--- config.mk ---
export PLATFORM = sky130hd
export DESIGN_NAME = ctl_ack_rx
export DESIGN_NICKNAME = d
export VERILOG_FILES = /design/src/rtl/ctl_ack_rx_pkg.sv /design/src/rtl/ctl_ack_rx_dp.sv /design/src/rtl/ctl_ack_rx_ctrl.sv /design/src/rtl/ctl_ack_rx.sv
export SDC_FILE = /design/constraint.sdc
export NUM_CORES = 1
export LEC_CHECK = 0
export BUFFER_PORTS_ARGS = -buffer_cell sky130_fd_sc_hd__buf_2
export CAP_MARGIN = 20
export CORE_UTILIZATION = 48
export DETAILED_ROUTE_END_ITERATION = 10
export GPL_ROUTABILITY_DRIVEN = 0
export HOLD_SLACK_MARGIN = 0.15
export PLACE_DENSITY_LB_ADDON = 0.05
export SETUP_SLACK_MARGIN = 0.02
export SLEW_MARGIN = 20
export SYNTH_ARGS = -nofsm -noshare
export SYNTH_HDL_FRONTEND = slang
export SYNTH_SLANG_ARGS = --single-unit
--- constraint.sdc ---
create_clock -name clk -period 2.5 [get_ports clk]
set_input_delay 0.75 -clock clk [delete_from_list [all_inputs] [get_ports clk]]
set_output_delay 0.75 -clock clk [all_outputs]
set_load 0.02 [all_outputs]
--- src/rtl/ctl_ack_rx_pkg.sv ---
package ctl_ack_rx_pkg;
  localparam int MAC_W = 48;
  localparam int MAC_BYTES = MAC_W / 8;
  localparam logic [15:0] ETHER_TYPE = 16'hFADE;
  localparam logic [15:0] PROTO_VER = 16'h0100;
  localparam logic [15:0] ACK_CODE = 16'h0003;
  // byte positions of the frame fields
  localparam int SRC_LO = MAC_BYTES;
  localparam int HDR_LO = 2 * MAC_BYTES;
  localparam int CODE_LO = HDR_LO + 4;
  localparam int F18_LO = CODE_LO + 2;
  localparam int F20_LO = F18_LO + 2;
  localparam int F24_LO = F20_LO + 4;
  localparam int CMD_BYTES = F24_LO;
  localparam int ACK_BYTES = F24_LO + 4;

  typedef struct packed {
    logic shSrc;
    logic shCode;
    logic shF18;
    logic shF20;
    logic shF24;
    logic emitCmd;
  } dpCtl_t;
endpackage

--- src/rtl/ctl_ack_rx_dp.sv ---
module ctl_ack_rx_dp
  import ctl_ack_rx_pkg::*;
(
  input  logic             clk,
  input  logic             rstN,
  input  logic [7:0]       rxData,
  input  dpCtl_t           ctl,
  output logic [15:0]      codeField,
  output logic [15:0]      field18,
  output logic [31:0]      field20,
  output logic [31:0]      field24,
  output logic [MAC_W-1:0] peerMac
);
  logic [MAC_W-1:0] srcSh;

  always_ff @(posedge clk or negedge rstN) begin
    if (!rstN) begin
      srcSh     <= '0;
      codeField <= '0;
      field18   <= '0;
      field20   <= '0;
      field24   <= '0;
      peerMac   <= '0;
    end else begin
      if (ctl.shSrc)   srcSh     <= {srcSh[MAC_W-9:0], rxData};
      if (ctl.shCode)  codeField <= {codeField[7:0], rxData};
      if (ctl.shF18)   field18   <= {field18[7:0], rxData};
      if (ctl.shF20)   field20   <= {field20[23:0], rxData};
      if (ctl.shF24)   field24   <= {field24[23:0], rxData};
      if (ctl.emitCmd) peerMac   <= srcSh;
    end
  end
endmodule

--- src/rtl/ctl_ack_rx_ctrl.sv ---
module ctl_ack_rx_ctrl
  import ctl_ack_rx_pkg::*;
#(
  parameter int IDX_W = 7
) (
  input  logic             clk,
  input  logic             rstN,
  input  logic [7:0]       rxData,
  input  logic             rxValid,
  input  logic             rxLast,
  input  logic             rxErr,
  input  logic [MAC_W-1:0] localMac,
  input  logic [15:0]      codeField,
  output dpCtl_t           ctl,
  output logic             ackValid,
  output logic             cmdValid
);
  localparam logic [IDX_W-1:0] IDX_MAX  = '1;
  localparam logic [IDX_W-1:0] ACK_LAST = IDX_W'(ACK_BYTES - 1);
  localparam logic [IDX_W-1:0] CMD_LAST = IDX_W'(CMD_BYTES - 1);
  localparam logic [31:0]      HDR_EXP  = {ETHER_TYPE, PROTO_VER};

  logic [IDX_W-1:0] idx;
  logic notLocal, notBcast, hdrBad;
  logic nNotLocal, nNotBcast, nHdrBad;
  logic [7:0] dstExp, hdrExp;
  logic inDst, inHdr, frameOk, isAck, goAck, goCmd;

  function automatic logic inSpan(input logic [IDX_W-1:0] i, input int lo, input int n);
    return (i >= IDX_W'(lo)) && (i <= IDX_W'(lo + n - 1));
  endfunction

  always_comb begin
    dstExp = '0;
    hdrExp = '0;
    for (int b = 0; b < MAC_BYTES; b++)
      if (idx == IDX_W'(b)) dstExp = localMac[8*(MAC_BYTES-1-b) +: 8];
    for (int b = 0; b < 4; b++)
      if (idx == IDX_W'(HDR_LO + b)) hdrExp = HDR_EXP[8*(3-b) +: 8];
    inDst = rxValid && inSpan(idx, 0, MAC_BYTES);
    inHdr = rxValid && inSpan(idx, HDR_LO, 4);
    nNotLocal = notLocal | (inDst && rxData != dstExp);
    nNotBcast = notBcast | (inDst && rxData != 8'hFF);
    nHdrBad   = hdrBad | (inHdr && rxData != hdrExp);

    ctl.shSrc   = rxValid && inSpan(idx, SRC_LO, MAC_BYTES);
    ctl.shCode  = rxValid && inSpan(idx, CODE_LO, 2);
    ctl.shF18   = rxValid && inSpan(idx, F18_LO, 2);
    ctl.shF20   = rxValid && inSpan(idx, F20_LO, 4);
    ctl.shF24   = rxValid && inSpan(idx, F24_LO, 4);
    ctl.emitCmd = cmdValid;

    // code bytes are complete whenever the length threshold is met
    frameOk = rxValid && rxLast && !rxErr && !(nNotLocal && nNotBcast) && !nHdrBad;
    isAck   = (codeField == ACK_CODE);
    goAck   = frameOk && isAck && (idx >= ACK_LAST);
    goCmd   = frameOk && !isAck && (idx >= CMD_LAST);
  end

  always_ff @(posedge clk or negedge rstN) begin
    if (!rstN) begin
      idx      <= '0;
      notLocal <= 1'b0;
      notBcast <= 1'b0;
      hdrBad   <= 1'b0;
      ackValid <= 1'b0;
      cmdValid <= 1'b0;
    end else begin
      ackValid <= goAck;
      cmdValid <= goCmd;
      if (rxValid) begin
        if (rxLast) begin
          idx      <= '0;
          notLocal <= 1'b0;
          notBcast <= 1'b0;
          hdrBad   <= 1'b0;
        end else begin
          if (idx != IDX_MAX) idx <= idx + 1'b1;
          notLocal <= nNotLocal;
          notBcast <= nNotBcast;
          hdrBad   <= nHdrBad;
        end
      end
    end
  end
endmodule

--- src/rtl/ctl_ack_rx.sv ---
module ctl_ack_rx
  import ctl_ack_rx_pkg::*;
#(
  parameter int IDX_W = 7
) (
  input  logic        clk,
  input  logic        rstN,
  input  logic [47:0] localMac,
  input  logic [7:0]  rxData,
  input  logic        rxValid,
  input  logic        rxLast,
  input  logic        rxErr,
  output logic        ackValid,
  output logic [15:0] ackRepeat,
  output logic [31:0] ackPacket,
  output logic [31:0] ackDelay,
  output logic        cmdValid,
  output logic [15:0] cmdCode,
  output logic [15:0] cmdSeq,
  output logic [31:0] cmdArg,
  output logic [47:0] peerMac
);
  dpCtl_t ctl;
  logic [15:0] codeField, field18;
  logic [31:0] field20, field24;

  ctl_ack_rx_ctrl #(.IDX_W(IDX_W)) u_ctrl (
    .clk(clk), .rstN(rstN), .rxData(rxData), .rxValid(rxValid), .rxLast(rxLast),
    .rxErr(rxErr), .localMac(localMac), .codeField(codeField), .ctl(ctl),
    .ackValid(ackValid), .cmdValid(cmdValid)
  );

  ctl_ack_rx_dp u_dp (
    .clk(clk), .rstN(rstN), .rxData(rxData), .ctl(ctl), .codeField(codeField),
    .field18(field18), .field20(field20), .field24(field24), .peerMac(peerMac)
  );

  assign ackRepeat = field18;
  assign ackPacket = field20;
  assign ackDelay  = field24;
  assign cmdCode   = codeField;
  assign cmdSeq    = field18;
  assign cmdArg    = field20;
endmodule

# After elaboration in Yosys (flattened, before gate mapping)

Index checks and enable logic that the tools add are counted.

Flip-flop bits (word level): 204
Input bits: 61

Add/subtract/negate cells: 1
Magnitude comparators: 16
Eq/ne operators: 14
Multiplexer cells: 15
Bitwise operators: 3
Reduce and logical (&&, ||, !) cells: 33

Operators by type and width:

| cell                                                            | count |
|---|---|
| 2-to-1 mux 8 bit                                                | 10 |
| >= comparator 7 x 5 -> 1 bit (second input constant)            | 6 |
| == test 7 x 4 -> 1 bit (second input constant)                  | 4 |
| less-or-equal comparator 7 x 5 -> 1 bit (second input constant) | 4 |
| logical AND 1 bit                                               | 26 |
| == test 16 x 2 -> 1 bit (second input constant)                 | 1 |
| inequality test 8 bit                                           | 2 |
| == test 7 x 2 -> 1 bit (second input constant)                  | 2 |
| == test 7 x 3 -> 1 bit (second input constant)                  | 2 |
| less-or-equal comparator 7 x 4 -> 1 bit (second input constant) | 2 |
| 2-to-1 mux 7 bit                                                | 2 |
| inequality test 8 bit (second input constant)                   | 1 |
| adder 7 x 1 -> 7 bit (second input constant)                    | 1 |
| == test 7 x 1 -> 1 bit (second input constant)                  | 1 |
| >= comparator 7 x 1 -> 1 bit (second input constant)            | 1 |
| >= comparator 7 x 3 -> 1 bit (second input constant)            | 1 |
| >= comparator 7 x 4 -> 1 bit (second input constant)            | 1 |
| less-or-equal comparator 7 x 3 -> 1 bit (second input constant) | 1 |
| logical NOT 7 bit                                               | 1 |
| inequality test 7 bit (second input constant)                   | 1 |
| logical NOT 1 bit                                               | 4 |
| 2-to-1 mux 1 bit                                                | 3 |
| OR 1 bit                                                        | 3 |
| AND reduction 2 bit                                             | 1 |
| nonzero test 2 bit                                              | 1 |

# Depth between registers and ports, before layout

Gate-level depths: netlist (run 1).

Depth in word-level cells: 16
Depth in mapped cells: 11

# Modules after synthesis

Synthesis (run 1) repeated with hierarchy kept, for this count alone.

Cell total of the unflattened synthesis: 723
Area, all modules: 9581.7 sq um

Modules (own cells, without submodules):

| module          | instances | cells an instance | area each (sq um) | sequential area each (sq um) |
|---|---|---|---|---|
| ctl_ack_rx_dp   | 1         | 406               | 7314.5            | 4804.6 |
| ctl_ack_rx_ctrl | 1         | 269               | 1906.8            | 300.3 |
| ctl_ack_rx      | 1         | 48                | 360.3             | 0.0 |

# Worst setup path after synthesis (run 1)

Ideal clock, no wire load.

Kind: register to register
Start point: register u_ctrl.idx[1]
End point: register u_dp.codeField[7]
Setup time: 0.125 ns
Arrival time: 2.451 ns
Required time: 2.375 ns
Slack: -0.076 ns
Stages on the path, launching flop included: 9
Path buffers: 3
Cells stage by stage: dfrtp_1 > inv_1 > ha_1 > buf_2 > clkbuf_1 > nand2_1 > a2111oi_4 > buf_2 > mux2_2

Cells in the longest elaborated chain, start to end: 3
Elaborated cells on any way between the ends: 4
Classes of those cells: order compare (2); reduce/logical (2)

Ends and longest elaborated chain:

| element                                                                                 | line                  | source |
|---|---|---|
| start: declaration                                                                      | ctl_ack_rx_ctrl.sv:23 | `logic [IDX_W-1:0] idx;` |
| start signal: assignment                                                                | ctl_ack_rx_ctrl.sv:78 | `if (idx != IDX_MAX) idx <= idx + 1'b1;` |
| >= comparator 7 x 5 -> 1 bit or less-or-equal comparator 7 x 5 -> 1 bit (tied branches) | ctl_ack_rx_ctrl.sv:30 | `return (i >= IDX_W'(lo)) && (i <= IDX_W'(lo + n - 1));` |
| logical AND 1 bit *                                                                     | ctl_ack_rx_ctrl.sv:30 |  |
| logical AND 1 bit *                                                                     | ctl_ack_rx_ctrl.sv:47 | `ctl.shCode = rxValid && inSpan(idx, CODE_LO, 2);` |
| end signal: assignment                                                                  | ctl_ack_rx_dp.sv:26   | `if (ctl.shCode) codeField <= {codeField[7:0], rxData};` |
| end: declaration                                                                        | ctl_ack_rx_dp.sv:8    | `output logic [15:0] codeField,` |

Every way passes the cells marked *; elsewhere a longest branch is shown, timed or not.
A chain may end at the register's enable or synchronous reset.

# Worst setup path after layout (run 1)

Start point: register u_ctrl.idx[1]
End point: register u_ctrl.notLocal

Cells in the longest elaborated chain, start to end: 11
Elaborated cells on any way between the ends: 20
Classes of those cells: order compare (2); eq/ne (6); mux (7); bitwise (1); reduce/logical (4)

Ends and longest elaborated chain:

| element                       | line                  | source |
|---|---|---|
| logical NOT 7 bit             | ctl_ack_rx_ctrl.sv:37 | `if (idx == IDX_W'(b)) dstExp = localMac[8*(MAC_BYTES-1-b) +: 8];` |
| 2-to-1 mux 8 bit (6 in a row) | ctl_ack_rx_ctrl.sv:37 |  |
| inequality test 8 bit         | ctl_ack_rx_ctrl.sv:42 | `nNotLocal = notLocal \| (inDst && rxData != dstExp);` |
| logical AND 1 bit *           | ctl_ack_rx_ctrl.sv:42 |  |
| OR 1 bit *                    | ctl_ack_rx_ctrl.sv:42 |  |
| 2-to-1 mux 1 bit *            | ctl_ack_rx_ctrl.sv:72 | `if (rxLast) begin` |
| end signal: assignment        | ctl_ack_rx_ctrl.sv:79 | `notLocal <= nNotLocal;` |
| end: declaration              | ctl_ack_rx_ctrl.sv:24 | `logic notLocal, notBcast, hdrBad;` |

Marks and branches as above.

==> impl_summary.txt, run 1 <==
----------------------------------------------------
[Status]
  Result of the run ... finished, violations left
  Violations in the final reports ... negative setup slack

[Drt]
  Ratio of routed vias to standard cells ... 5.43
  Wire length per cell after detailed routing ... 18.3 um
  Via Count ... 6857
  DRC violation count after routing ... 0
  Total detailed-routing wirelength ... 23100 um
  First drt pass iteration count ... 5
  Starting DRC count in detailed routing ... 331
  Antenna Nets Post-Route ... 0

[CTS]
  Quantity of hold-fixing buffers added after cts ... 0
  Clock tree from TritonCTS ... yes
  Number of H-tree levels ... 1
  Clock-pin slew of the registers on the worst-case setup and hold paths ... 0.06 ns
  Bufs on Longest Clock Path ... 3
  Clock insertion delay at the later pin of the skew report ... 0.51 ns
  Cts bufs inserted ... 23
  Clock Sink Count ... 204
  Buffer cell driving the clock tree root ... sky130_fd_sc_hd__clkbuf_16

[STA]
  Total negative slack ... -0.266 ns
  Setup repair after global routing missed its margin ... true
  Slew at the pin closest to its max-slew limit ... 0.477 ns
  Final critical path time including I/O delays and setup ... 2.62 ns
  Layout Skew ... 0.0126 ns
  Final hold vios ... 0
  Minimum setup slack in the final design ... -0.124 ns
  Final setup viols ... 3
  Worst max-slew margin expressed relative to the limit ... 67.9%
  Achievable frequency ... 0.381 GHz
  Share of the clock period used by the worst path after layout ... 105%
  Worst hold slack across all endpoints ... 0.168 ns
  Final count of pins violating max slew ... 0

[Logic synthesis]
  Number of warnings issued by yosys ... 0
  Number of nets produced by synthesis ... 795
  Post-synthesis sequential area ratio ... 54.6%
  FFs w/ async S/R, synth ... 100%
  Number of synthesized register bits ... 204
  Syn_area_per_cell ... 12.8 um2
  Number of synthesized flops with an enable pin ... 0
  Number of different library cells in the post-synthesis netlist ... 66
  Most frequently used flop master after synthesis ... sky130_fd_sc_hd__dfrtp_1
  Synthesized area ... 9340 um2
  Synth Instances ... 730

[Critical path]
  CP max FO ... 9
  Depth of the most critical reg-to-reg path ... 10
  CP Capture Type ... flip-flop
  CP arrival ... 3.03 ns
  Startpoint type of the worst setup path ... flip-flop
  Path type of the worst setup path ... flip-flop to flip-flop
  Critical path required time ... 2.90 ns

[Flow run]
  Count of max-cap constraint violations ... 0

[GRT]
  Via count of the first global-routing pass ... 6971
  Initial antenna violation count ... 0
  First-pass GRT wire length ... 37100 um
  Largest net degree at the start of global routing ... 62
  GRT Util Overall ... 23.3%
  Total overflow reported by the global router ... 0

[Die]
  Die Height ... 142 um
  Area of the die ... 20000 um2
  Site row count ... 50
  Initial cell density of the core ... 49.4%
  Width of the die ... 142 um
  CORE AREA ... 18900 um2
  Number of top-level pins ... 255

[Cells and area]
  Final core utilization ... 62.7%
  Final-stage net count ... 1052
  Area used by sequential logic in the layout ... 5110 um2
  Area used by multi-input combinational logic ... 3720 um2
  Share of layout cells above drive strength 1 ... 57.1%
  ANT cells ... 0
  Number of inserted filler cells in the final layout ... 1549
  Number of standard cells in the layout, taps in and fillers out ... 1263
  Post-route cell area ... 11800 um2
  Layout-stage area growth over the synthesis result ... 26.8%

[Worst hold path]
  Classification of the worst-slack hold path ... input pin to asynchronous set/reset pin

[Place]
  Number of I/O port buffers ... 254
  Total cell area at the placement stage ... 11000 um2
  HPWL after detailed placement ... 16900 um
  Placed cells ... 1220

[Pwr]
  Worst supply voltage drop on vdd ... 0.432 mV
  Total power density per cell area ... 658 nW/um2
  Standby leakage power ... 6.48 nW

----------------------------------------------------
per-layer routing:
layer | wire (um) | global-route usage (%) | vias up
li1 | - | - | 3131
met1 | 9510 | 30.6 | 3388
met2 | 11200 | 39.0 | 276
met3 | 1520 | 3.71 | 62
met4 | 813 | 9.17 | 0
met5 | 0 | 0 | -
cell usage in the layout (no fill, tap or decap), types with 3 or more instances in the layout:
master	count
sky130_fd_sc_hd__o211ai_1	5
sky130_fd_sc_hd__o221ai_1	3
sky130_fd_sc_hd__clkbuf_16	23
sky130_fd_sc_hd__dfrtp_1	203
sky130_fd_sc_hd__buf_12	7
sky130_fd_sc_hd__a21oi_1	15
sky130_fd_sc_hd__nand2_1	23
sky130_fd_sc_hd__buf_2	253
sky130_fd_sc_hd__inv_1	13
sky130_fd_sc_hd__and3_1	7
sky130_fd_sc_hd__nand3_1	10
sky130_fd_sc_hd__nor3_1	11
sky130_fd_sc_hd__nor2_1	19
sky130_fd_sc_hd__nand2b_1	5
sky130_fd_sc_hd__xor2_1	3
sky130_fd_sc_hd__a211oi_1	4
sky130_fd_sc_hd__o21ai_0	20
sky130_fd_sc_hd__xnor2_1	3
sky130_fd_sc_hd__clkbuf_1	8
sky130_fd_sc_hd__nand4_1	6
sky130_fd_sc_hd__o2111a_1	3
sky130_fd_sc_hd__mux2_2	183
sky130_fd_sc_hd__nand3b_1	4
sky130_fd_sc_hd__nor2b_1	3
sky130_fd_sc_hd__buf_4	63
sky130_fd_sc_hd__nor3_2	4
sky130_fd_sc_hd__nor4_1	13
sky130_fd_sc_hd__or3_1	8
sky130_fd_sc_hd__clkbuf_8	6
Yosys cell counts, drive strengths merged, types with 6 or more instances:
master | instances | area share, %
nand3 | 10 | 0.54
mux2 | 186 | 22
nand4 | 6 | 0.40
nor4 | 17 | 1.4
nor3 | 15 | 0.96
clkbuf | 23 | 0.92
nand2b | 6 | 0.40
buf | 69 | 5.0
inv | 15 | 0.60
o21ai | 21 | 1.1
nand2 | 25 | 1.0
a21oi | 16 | 0.86
and3 | 7 | 0.47
dfrtp | 204 | 55
or3 | 8 | 0.54
nor2 | 21 | 0.84
critical path, cell delays in order, from the launching register on:
cell and delay, ns:
sky130_fd_sc_hd__dfrtp_1 0.41, sky130_fd_sc_hd__inv_2 0.11, sky130_fd_sc_hd__ha_1 0.32, sky130_fd_sc_hd__buf_4 0.22
sky130_fd_sc_hd__nor4bb_1 0.25, sky130_fd_sc_hd__a22oi_1 0.10, sky130_fd_sc_hd__o211ai_1 0.12, sky130_fd_sc_hd__mux2_2 0.37
sky130_fd_sc_hd__a211oi_2 0.19, sky130_fd_sc_hd__nand4_1 0.22, sky130_fd_sc_hd__and3_1 0.21
cells by family after synthesis:
kind of cell               share of synthesized area, %
DFF                                                54.6
muxes                                              22.6
and+or+nand+nor                                    8.41
buffers and inverters                              6.58
AOI/OAI and AO/OA                                  6.70
xor gates and xnor gates                          0.563
adders and majority gates                         0.536
area by class of cell:
type                       count  area share, %
multi-input combinational    419           31.4
sequential                   204           43.1
clock buffer                  36           5.69
inverter                      15          0.475
timing repair buffer         324           16.0
tap                          260           2.75
clock inverter                 5          0.602
sequential cells by signal, indices dropped and copies added, names as in the netlist:
name             count
u_ctrl.cmdValid      1
u_ctrl.hdrBad        1
u_ctrl.notBcast      1
u_ctrl.ackValid      1
u_dp.peerMac        48
u_dp.field24        32
u_ctrl.idx           7
u_dp.srcSh          48
u_dp.field18        16
u_dp.field20        32
u_ctrl.notLocal      1
u_dp.codeField      16
metrics by stage:
step	power [mW]	worst slack (ns)
5_1_grt	8.11	-0.257
2_1_floorplan	4.09	0.0273
4_1_cts	7.83	-0.0273
3_5_place_dp	4.52	-0.129
3_3_place_gp	4.49	-0.0956
6_report	7.79	-0.124
power breakdown:
part           leakage (nW)  switching, mW  total, mW  internal, mW
Combinational          3.29          0.524      0.974         0.450
Clock                 0.361           1.31       3.28          1.97
Sequential             2.83          0.102       3.54          3.44
final timing paths:
kind	start	to	slack [ns]
max in group asynchronous	rstN	u_dp.field24[12]	1.66
worst max register to register	u_ctrl.idx[1]	u_ctrl.notLocal	-0.12
min in group clk	u_dp.srcSh[7]	u_dp.srcSh[7]	0.49
worst min-delay path	rstN	u_dp.field20[27]	0.17
worst min register to register	u_dp.srcSh[7]	u_dp.srcSh[7]	0.49
worst max-delay path	u_ctrl.idx[1]	u_ctrl.notLocal	-0.12
repair_timing:
item | CTS | global route
setup endpoints to repair | 3 | 3
resized for setup | 9 | 13
setup buffers | 0 | 2
pin swaps | 5 | 5
Note: power is estimated with default switching activity, not from simulation.
==> inputs of run 2 (changes only) <==
--- a/config.mk
+++ b/config.mk
@@ -5,9 +5,10 @@
 export SDC_FILE = /design/constraint.sdc
 export NUM_CORES = 1
 export LEC_CHECK = 0
+export ABC_AREA = 1
 export BUFFER_PORTS_ARGS = -buffer_cell sky130_fd_sc_hd__buf_2
 export CAP_MARGIN = 20
-export CORE_UTILIZATION = 48
+export CORE_UTILIZATION = 47
 export DETAILED_ROUTE_END_ITERATION = 10
 export GPL_ROUTABILITY_DRIVEN = 0
 export HOLD_SLACK_MARGIN = 0.15
==> impl_summary.txt, run 2 <==
----------------------------------------------------
[Logic synthesis]
  Post-synthesis sequential area ratio ... 57.0% (+2.3 points)
  Most area-consuming cells after synthesis ... sky130_fd_sc_hd__dfrtp_1 (57%), sky130_fd_sc_hd__nand2_1 (7.3%), sky130_fd_sc_hd__o21ai_0 (5.8%), sky130_fd_sc_hd__mux2_2 (4.8%), sky130_fd_sc_hd__a21oi_1 (4.4%)
  FFs w/ async S/R, synth ... 100% (unchanged)
  Most frequently used flop master after synthesis ... sky130_fd_sc_hd__dfrtp_1
  Top cells by instance count after synthesis ... sky130_fd_sc_hd__dfrtp_1 (204), sky130_fd_sc_hd__nand2_1 (175), sky130_fd_sc_hd__o21ai_0 (103)
  Number of synthesized register bits ... 204 (unchanged)
  Syn_area_per_cell ... 9.34 um2 (-27%)
  Number of warnings issued by yosys ... 0 (unchanged)
  Most instantiated library cell after synthesis ... sky130_fd_sc_hd__dfrtp_1
  Synthesized area ... 8960 um2 (-4.1%)
  Top-area cell type share of the netlist area ... 57.0% (+2.3 points)
  Dominant cell type by area after synthesis ... sky130_fd_sc_hd__dfrtp_1
  Number of synthesized flops with an enable pin ... 0 (unchanged)
  Synth Instances ... 960 (+32%)
  Number of different library cells in the post-synthesis netlist ... 40 (-39%)
  Number of nets produced by synthesis ... 1025 (+29%)

[STA]
  Worst hold slack across all endpoints ... 0.233 ns (+0.0651 ns)
  Final count of pins violating max slew ... 0 (unchanged)
  Slew at the pin closest to its max-slew limit ... 0.586 ns (+0.108 ns)
  Share of the clock period used by the worst path after layout ... 94.3% (-11 points)
  Final hold vios ... 0 (unchanged)
  Worst max-slew margin expressed relative to the limit ... 61.0% (-6.9 points)
  Final critical path time including I/O delays and setup ... 2.36 ns (-0.266 ns)
  Final setup viols ... 0 (-3)
  Layout Skew ... 0.00917 ns (-0.00346 ns)
  Achievable frequency ... 0.424 GHz (+11%)

[Pwr]
  Worst supply voltage drop on vdd ... 0.559 mV (+29%)
  Total power density per cell area ... 921 nW/um2 (+40%)
  Standby leakage power ... 6.03 nW (-7.0%)

[Cells and area]
  Most frequent standard cell in the layout excluding fill and tap cells ... sky130_fd_sc_hd__buf_2
  Layout-stage area growth over the synthesis result ... 26.0%
  ANT cells ... 0 (unchanged)
  Area used by sequential logic in the layout ... 5110 um2 (+0.12%)
  Leading registers by flop count ... u_dp.peerMac x48, u_dp.srcSh x48
  Final-stage net count ... 1256 (+19%)
  Number of inserted filler cells in the final layout ... 1710 (+10%)
  Most frequent cells in the layout ... sky130_fd_sc_hd__buf_2 (253), sky130_fd_sc_hd__dfrtp_1 (198), sky130_fd_sc_hd__nand2_1 (170), sky130_fd_sc_hd__o21ai_0 (103), sky130_fd_sc_hd__inv_1 (85)
  Final core utilization ... 60.4% (-2.3 points)
  Share of layout cells above drive strength 1 ... 34.1% (-23 points)
  Area used by multi-input combinational logic ... 3090 um2 (-17%)

[Critical path]
  Worst flop-to-flop path endpoint ... u_ctrl.cmdValid
  Largest stage delay, worst path ... 0.48 ns (+0.07 ns)
  Critical path required time ... 2.93 ns (+0.03 ns)
  Startpoint type of the worst setup path ... flip-flop
  FF-to-FF Start ... u_ctrl.idx[1]
  Critical-path top delay cell ... sky130_fd_sc_hd__dfrtp_2
  Depth of the most critical reg-to-reg path ... 19 (+9)
  CP Capture Type ... flip-flop
  CP max FO ... 7 (-2)
  Most prevalent standard cell on the critical path ... sky130_fd_sc_hd__nand3_1
  Path type of the worst setup path ... flip-flop to flip-flop
  CP arrival ... 2.79 ns (-0.24 ns)
  Cells along the critical path ... inv_4, ha_4, inv_4, nor2_4, buf_6, nand3_1, nand3_1, nand3_1, nand3_2, nand3_1, nand2_1, nand3_1, nor2_1, nand2_1, nand2_2, nand2_2, nand2_1, nand2_1, nor2_1
  Slack of the worst reg-to-reg path ... 0.14 ns (+0.27 ns)

[CTS]
  Number of H-tree levels ... 1 (unchanged)
  Bufs on Longest Clock Path ... 3 (unchanged)
  Cts bufs inserted ... 23 (unchanged)
  Clock-pin slew of the registers on the worst-case setup and hold paths ... 0.06 ns (about the same)
  Clock tree from TritonCTS ... yes
  Buffer cell driving the clock tree root ... sky130_fd_sc_hd__clkbuf_16
  Quantity of hold-fixing buffers added after cts ... 0 (unchanged)
  Clock insertion delay at the later pin of the skew report ... 0.51 ns (about the same)
  Clock Sink Count ... 204 (unchanged)

[Die]
  Width of the die ... 140 um (-1.0%)
  Area of the die ... 19600 um2 (-2.0%)
  Die Height ... 140 um (-1.0%)
  Site row count ... 50 (unchanged)
  Initial cell density of the core ... 47.9% (-1.5 points)
  CORE AREA ... 18700 um2 (-0.99%)
  Number of top-level pins ... 255 (unchanged)

[GRT]
  First-pass GRT wire length ... 35300 um (-5.0%)
  Initial antenna violation count ... 0 (unchanged)
  Largest net degree at the start of global routing ... 97 (+56%)
  Total overflow reported by the global router ... 0 (unchanged)
  Via count of the first global-routing pass ... 6773 (-2.8%)
  GRT Util Overall ... 22.4% (-0.90 points)

[Drt]
  Starting DRC count in detailed routing ... 432 (+31%)
  Total detailed-routing wirelength ... 22200 um (-3.9%)
  Antenna Nets Post-Route ... 0 (unchanged)
  First drt pass iteration count ... 5 (unchanged)
  Wire length per cell after detailed routing ... 15.4 um (-16%)
  Ratio of routed vias to standard cells ... 5.00 (-7.8%)
  DRC violation count after routing ... 0 (unchanged)
  Via Count ... 7206 (+5.1%)

[Flow run]
  Count of max-cap constraint violations ... 0 (unchanged)

[Place]
  HPWL after detailed placement ... 15600 um (-7.4%)
  Number of I/O port buffers ... 254 (unchanged)

[Status]
  Result of the run ... completed

[Worst hold path]
  Classification of the worst-slack hold path ... input pin to asynchronous set/reset pin

----------------------------------------------------
run 2: cell types whose count changed after synthesis, sizes merged, moves of 13 or more:
cell   delta
inv      +80
mux2    -148
buf      -16
a21oi    +62
nand2   +153
nor2     +53
or2      +13
o21ai    +82
nand3    +36
run 2: worst max path at each step:
stage | from | end | slack (ns) | cells past startpoint
6_report | u_ctrl.idx[1] | u_ctrl.cmdValid | 0.14 | 19
2_1_floorplan | u_ctrl.idx[1] | u_ctrl.ackValid | 0.35 | 15
3_3_place_gp | u_ctrl.idx[1] | u_ctrl.cmdValid | 0.08 | 20
4_1_cts | u_ctrl.idx[1] | u_ctrl.cmdValid | 0.06 | 20
3_5_place_dp | u_ctrl.idx[1] | u_ctrl.cmdValid | 0.004 | 20
5_1_grt | u_ctrl.idx[1] | u_ctrl.cmdValid | -0.02 | 19
run 2: cell type report:
class / instances / share of cell area [%]
inverter: 96 / 3.41
timing repair buffer: 294 / 15.0
tap: 234 / 2.59
clock buffer: 36 / 5.79
sequential: 204 / 45.3
multi-input combinational: 572 / 27.3
clock inverter: 4 / 0.554
run 2: report_power, final:
part           switching (mW)  internal [mW]  total (mW)
sequential              0.447           3.94        4.39
clock                    1.28           1.91        3.19
combinational            1.84          0.985        2.82
run 2: repair_timing:
item	CTS	global route
endpoints found under the setup margin	2	3
pin swaps	0	16
gates resized for setup	1	42
buffers inserted	0	12
run 2: metal layers:
layer	routed length, um	GRT usage (%)
met1	10000	30.8
met3	1340	4.24
met5	0	0
met4	396	6.36
met2	10400	36.4
run 2: metrics by stage:
stage | setup TNS (ns) | setup WS, ns | cells | total power, mW | instance area, um2
finish | 0 | 0.143 | 1440 | 10.4 | 11300
global route | -0.0229 | -0.0229 | 1440 | 11.0 | 11300
CTS | 0 | 0.0551 | 1428 | 10.4 | 11100
detailed placement | 0 | 0.00382 | 1388 | 7.19 | 10300
global placement | 0 | 0.0820 | 1388 | 7.15 | 10300
floorplan | 0 | 0.350 | 960 | 6.28 | 8960
run 2: worst max-delay path: cells and delay by family (launching register included):
family,cells,cell delay [ns]
flops,1,0.48
simple gates,15,1.36
buf+inv,3,0.31
fa+ha+maj,1,0.15
run 2: cells by family after synthesis:
| family | Yosys count | share of synthesized area (%) |
|---|---|---|
| AND/OR/NAND/NOR | 338 | 16.7 |
| flip-flops | 204 | 57.0 |
| AO/OA/AOI/OAI | 192 | 11.1 |
| buffers and inverters | 184 | 9.95 |
| multiplexers | 38 | 4.77 |
| adder cells (fa/ha/maj) | 4 | 0.558 |
